**src/rtl/ml7_pwm_pkg.sv**
```systemverilog
package ml7_pwm_pkg;
  localparam int NUM_BANDS = 6;
  localparam int NUM_GATES = 12;

  typedef enum logic [1:0] {
    ARR_SAME = 2'd0,
    ARR_HALF = 2'd1,
    ARR_ALT  = 2'd2
  } arr_e;

  typedef enum logic [1:0] {
    TOPO_DCL = 2'd0,
    TOPO_FCP = 2'd1,
    TOPO_HBR = 2'd2
  } topo_e;
endpackage

```
**src/rtl/ml7_tri_cnt.sv**
```systemverilog
module ml7_tri_cnt #(
  parameter int PEAK = 20,
  localparam int CNT_W = $clog2(PEAK + 1)
) (
  input  logic             clk_i,
  input  logic             rst_ni,
  output logic [CNT_W-1:0] cnt_o,
  output logic             wrap_o
);
  logic up_q;

  always_ff @(posedge clk_i or negedge rst_ni) begin
    if (!rst_ni) begin
      cnt_o <= '0;
      up_q  <= 1'b1;
    end else begin
      cnt_o <= up_q ? cnt_o + 1'b1 : cnt_o - 1'b1;
      if (up_q && cnt_o == CNT_W'(PEAK - 1)) up_q <= 1'b0;
      else if (!up_q && cnt_o == CNT_W'(1))  up_q <= 1'b1;
    end
  end

  assign wrap_o = (cnt_o == '0);
endmodule

```
**src/rtl/ml7_carrier_cmp.sv**
```systemverilog
module ml7_carrier_cmp
  import ml7_pwm_pkg::*;
#(
  parameter int REF_W = 10,
  parameter int PEAK  = 20,
  localparam int CNT_W = $clog2(PEAK + 1),
  localparam int CW    = REF_W + 2
) (
  input  logic signed [REF_W-1:0] ref_i,
  input  logic [CNT_W-1:0]        cnt_i,
  input  arr_e                    arr_i,
  output logic [2:0]              nbelow_o
);
  logic [NUM_BANDS-1:0] hit;
  logic signed [CW-1:0] ref_x;
  logic signed [CW-1:0] up_v, dn_v;

  assign ref_x = CW'(ref_i);
  assign up_v  = $signed(CW'(cnt_i));
  assign dn_v  = $signed(CW'(PEAK)) - up_v;

  for (genvar k = 0; k < NUM_BANDS; k++) begin : g_band
    localparam int OFS = (k - 3) * PEAK;
    logic inv;
    logic signed [CW-1:0] car;
    always_comb begin
      unique case (arr_i)
        ARR_HALF: inv = (k < 3);
        ARR_ALT:  inv = (k % 2 == 1);
        default:  inv = 1'b0;
      endcase
    end
    assign car    = $signed(CW'(OFS)) + (inv ? dn_v : up_v);
    assign hit[k] = (ref_x > car);
  end

  always_comb begin
    nbelow_o = '0;
    for (int k = 0; k < NUM_BANDS; k++) nbelow_o = nbelow_o + 3'(hit[k]);
  end
endmodule

```
**src/rtl/ml7_gate_map.sv**
```systemverilog
module ml7_gate_map
  import ml7_pwm_pkg::*;
(
  input  logic signed [2:0]     lvl_i,
  input  topo_e                 topo_i,
  output logic [NUM_GATES-1:0]  gate_o
);
  int l;
  assign l = int'(lvl_i);

  always_comb begin
    gate_o = '0;
    unique case (topo_i)
      TOPO_FCP: begin
        for (int i = 0; i < 6; i++) begin
          gate_o[i]     = (i < l + 3);
          gate_o[6 + i] = (i < 3 - l);
        end
      end
      TOPO_HBR: begin
        for (int b = 0; b < 3; b++) begin
          if (l >= 3 - b)         gate_o[4*b +: 4] = 4'b1001;
          else if (l <= -(b + 1)) gate_o[4*b +: 4] = 4'b0110;
          else                    gate_o[4*b +: 4] = 4'b0011;
        end
      end
      default: begin
        for (int i = 0; i < NUM_GATES; i++)
          gate_o[i] = (i >= 3 - l) && (i < 9 - l);
      end
    endcase
  end
endmodule

```
**src/rtl/ml7_pwm.sv**
```systemverilog
module ml7_pwm
  import ml7_pwm_pkg::*;
#(
  parameter int REF_W = 10,
  parameter int PEAK  = 20
) (
  input  logic                    clk_i,
  input  logic                    rst_ni,
  input  logic signed [REF_W-1:0] ref_i,
  input  logic [1:0]              arr_i,
  input  logic [1:0]              topo_i,
  output logic signed [2:0]       lvl_o,
  output logic [11:0]             gate_o
);
  localparam int CNT_W = $clog2(PEAK + 1);

  logic [CNT_W-1:0]        cnt;
  logic                    wrap;
  logic signed [REF_W-1:0] ref_q;
  arr_e                    arr_q;
  topo_e                   topo_q;
  logic [2:0]              nbelow;
  logic signed [3:0]       lvl_w;
  logic signed [2:0]       lvl_d;
  logic [NUM_GATES-1:0]    gate_d;

  ml7_tri_cnt #(.PEAK(PEAK)) u_cnt (
    .clk_i (clk_i),
    .rst_ni(rst_ni),
    .cnt_o (cnt),
    .wrap_o(wrap)
  );

  always_ff @(posedge clk_i or negedge rst_ni) begin
    if (!rst_ni) begin
      ref_q  <= '0;
      arr_q  <= ARR_SAME;
      topo_q <= TOPO_DCL;
    end else begin
      ref_q <= ref_i;
      if (wrap) begin
        arr_q  <= arr_e'(arr_i);
        topo_q <= topo_e'(topo_i);
      end
    end
  end

  ml7_carrier_cmp #(.REF_W(REF_W), .PEAK(PEAK)) u_cmp (
    .ref_i   (ref_q),
    .cnt_i   (cnt),
    .arr_i   (arr_q),
    .nbelow_o(nbelow)
  );

  assign lvl_w = $signed({1'b0, nbelow}) - 4'sd3;
  assign lvl_d = lvl_w[2:0];

  ml7_gate_map u_map (
    .lvl_i (lvl_d),
    .topo_i(topo_q),
    .gate_o(gate_d)
  );

  always_ff @(posedge clk_i or negedge rst_ni) begin
    if (!rst_ni) begin
      lvl_o  <= '0;
      gate_o <= '0;
    end else begin
      lvl_o  <= lvl_d;
      gate_o <= gate_d;
    end
  end
endmodule

```
**config.mk**
```make
export PLATFORM = sky130hd
export DESIGN_NAME = ml7_pwm
export DESIGN_NICKNAME = d
export VERILOG_FILES = /design/src/rtl/ml7_pwm_pkg.sv /design/src/rtl/ml7_tri_cnt.sv /design/src/rtl/ml7_carrier_cmp.sv /design/src/rtl/ml7_gate_map.sv /design/src/rtl/ml7_pwm.sv
export SDC_FILE = /design/constraint.sdc
export NUM_CORES = 1
export LEC_CHECK = 0
export BUFFER_PORTS_ARGS = -buffer_cell sky130_fd_sc_hd__buf_2
export CORE_AREA = 2 2 95 97
export CTS_BUF_LIST = sky130_fd_sc_hd__clkbuf_16
export CTS_CLUSTER_SIZE = 30
export DETAILED_ROUTE_END_ITERATION = 8
export DIE_AREA = 0 0 97 99
export HOLD_SLACK_MARGIN = 0.02
export PLACE_DENSITY = 0.64
export SLEW_MARGIN = 10
export SYNTH_ARGS = -nofsm -noshare
export SYNTH_HDL_FRONTEND = slang
export SYNTH_SLANG_ARGS = --single-unit
```
**constraint.sdc**
```tcl
create_clock -name clk_i -period 9.75 [get_ports clk_i]
set_input_delay 1.95 -clock clk_i [delete_from_list [all_inputs] [get_ports clk_i]]
set_output_delay 1.95 -clock clk_i [all_outputs]
set_load 0.01 [all_outputs]
```
==> reports/metrics.cfg <==
[setup_path]
worstPathArrival_ps = 6400
crit_path_end = gate_o[2]
reg2reg_from = u_cnt.cnt_o[2]
r2r_setup_slack_ps = 3470
rr_endpoint = gate_o[2]
worstSetupPathType = reg -> reg
required_ps = 9880
reg2reg_depth = 26
cp_max_fo = 11
startpoint_type = register
cp-end-kind = register
crit_path_start = u_cnt.cnt_o[2]

[global_route]
grt_max_degree = 36
grt_pass1_wl_mm = 12.5
grt_pass1_vias = 2638
overflow = 0
grtUsageTotal = 0.159
grt_antenna_before_repair = 0

[floorplanning]
die_y_um = 99
core-area_um2 = 8550
io-pin-count = 31
die_w_um = 97
dieArea_um2 = 9600
initial_core_util = 0.391
rows = 34

[sta]
max_slew.worst_pin.slew_ps = 779
finalSetupViolCount = 0
hold_violations = 0
rsz0062_at_grt = false
fin_crit_sh = 0.644
drv_slew = 0
skew_ps = 6.47
max_freq_mhz = 159
worst_hold_slack_ps = 538
tns_ps = 0
max_slew_margin = 0.481
min_period_ps = 6280

[clocking]
holdBufCountCts = 0
cts.repair.resized = 0
clkSlewWorstSetupHoldPaths_ps = 60
postCtsSetupBuffers = 0
clock_sinks = 35
cts_root_buffer = clkbuf_16
htreeDepth = 2
numCtsBuffers = 5
clock_latency_ps = 280
cts_buffer_depth = 2
cts_tree = done

[worst_hold_path]
hold_class = reg -> reg

[yosys]
synth-simple-area-share = 0.127
synth_fa_ha_area_frac = 0.297
syn-cell-area_um2 = 3340
synth_xor_area_frac = 0.0734
yosysTopAreaCell = ha_1
yosys_register_bits = 35
syn_inst = 357
synth_top_family_by_area = adder cells
muxShareOfSynthArea = 0.0285
async_flop_share = 1.00
synth_compound_area_frac = 0.160
ys_seq_area_frac = 0.262
syn_area_per_cell_um2 = 9.36
syn_nets = 451
ys_types = 51
synthTopCellsByCount = ha_1, inv_1, dfrtp_1, a21oi_1, nand2_1
yosysTopAreaCellShare = 0.285
synth_warnings = 0
synthFlopType = dfrtp_1
synth_area_leaders = ha_1, dfrtp_1, a21oi_1
synth-edff-count = 0
synth.most_common_cell = ha_1

[route]
drtIter0Drc = 172
ant_nets = 0
drtPass1Iterations = 4
route.vias.total = 2652
wl_per_cell_um = 14.7
wirelength_mm = 7.30
vias_per_cell = 5.35
route.detailed.drc = 0

[layout]
drive_above_1_share = 0.134
syn2layout_area_growth_pct = 11.8
register_area_um2 = 877
final_nets = 481
diodes = 0
fillers = 805
multi_input_area_um2 = 2290

[job]
maxCapViolations = 0

[power]
vdd_ir_drop_max_v = 0.000146
power_density_nw_per_um2 = 161
power.total_w = 0.000602
p_leak_nw = 1.85

[placement]
hpwlAfterDp_mm = 5.73
gp_congestion = 0.931
portBuffers = 30

[outcome]
status = finished, final reports clean

worst min-delay path by stage:
stage,cells after the start,slack [ps],endpoint,startpoint
2_1_floorplan,1,510,arr_q[1],arr_q[1]
3_3_place_gp,1,520,arr_q[1],arr_q[1]
3_5_place_dp,1,530,arr_q[0],arr_q[0]
4_1_cts,1,540,arr_q[0],arr_q[0]
5_1_grt,1,570,arr_q[0],arr_q[0]
6_report,1,540,arr_q[0],arr_q[0]
placed cells by master (no fill, tap or decap), drive strengths merged, types with 13 or more instances in the layout:
| master | Yosys | routed |
|---|---|---|
| a21oi | 32 | 32 |
| buf | 3 | 30 |
| dfrtp | 34 | 34 |
| ha | 76 | 76 |
| inv | 38 | 38 |
| nand2 | 27 | 27 |
| nor2 | 20 | 20 |
| o21ai | 13 | 13 |
| xnor2 | 16 | 16 |
where the power goes:
part / leakage, nW / total, W / switching (W) / internal [W]
clock: 0.0649 / 0.000152 / 0.0000594 / 0.0000927
combinational: 1.37 / 0.000262 / 0.000154 / 0.000108
sequential: 0.415 / 0.000188 / 0.0000129 / 0.000175
total: 1.85 / 0.000602 / 0.000227 / 0.000375
critical path, cell delays in order (launching register included):
cell,delay (ps)
dfrtp_1,620
inv_1,170
ha_1,300
a21o_1,200
nand2_1,110
xor2_2,330
nor3b_1,110
ha_1,280
inv_1,40
ha_1,290
nand2_1,50
o41ai_1,300
a21oi_1,100
ha_1,290
inv_1,40
ha_1,260
inv_1,50
fa_1,470
ha_1,220
fa_1,680
ha_1,230
inv_1,80
ha_1,290
xnor2_1,150
a21oi_1,120
a221oi_1,260
a21oi_1,80
metrics by stage:
step           cell area (um^2)  utilization  std cells  worst slack (ps)
3_5_place_dp               3590        0.420        488              3480
4_1_cts                    3730        0.437        496              3460
6_report                   3730        0.437        496              3470
3_3_place_gp               3590        0.420        488              3660
5_1_grt                    3730        0.437        496              3030
2_1_floorplan              3340            -        357              4130
logic make-up after synthesis:
kind of cell	count (synthesis)
AO/OA/AOI/OAI	84
XOR/XNOR	22
adder cells (fa/ha/maj)	78
buffers and inverters	45
flip-flops	35
multiplexers	9
AND/OR/NAND/NOR	84
flip-flops by register name, indices dropped and copies added, names as in the netlist:
name and flops:
u_cnt.up_q 1, arr_q 2, u_cnt.cnt_o 5, topo_q 2, gate_o 12, lvl_o 3, ref_q 10
cell type report:
type,count,area share
clock buffer,5,0.0335
clock inverter,3,0.00402
inverter,38,0.0382
multi-input combinational,277,0.613
sequential,35,0.235
tap,108,0.0362
timing repair buffer,30,0.0402
per-layer routing:
| layer | up-vias | track usage | part of all wire |
|---|---|---|---|
| met2 | 62 | 0.266 | 0.46 |
| met5 | - | 0 | 0 |
| met3 | 18 | 0.0248 | 0.034 |
| li1 | 1322 | - | - |
| met1 | 1250 | 0.209 | 0.47 |
| met4 | 0 | 0.0585 | 0.028 |
Power figures use the tool's default switching activity.
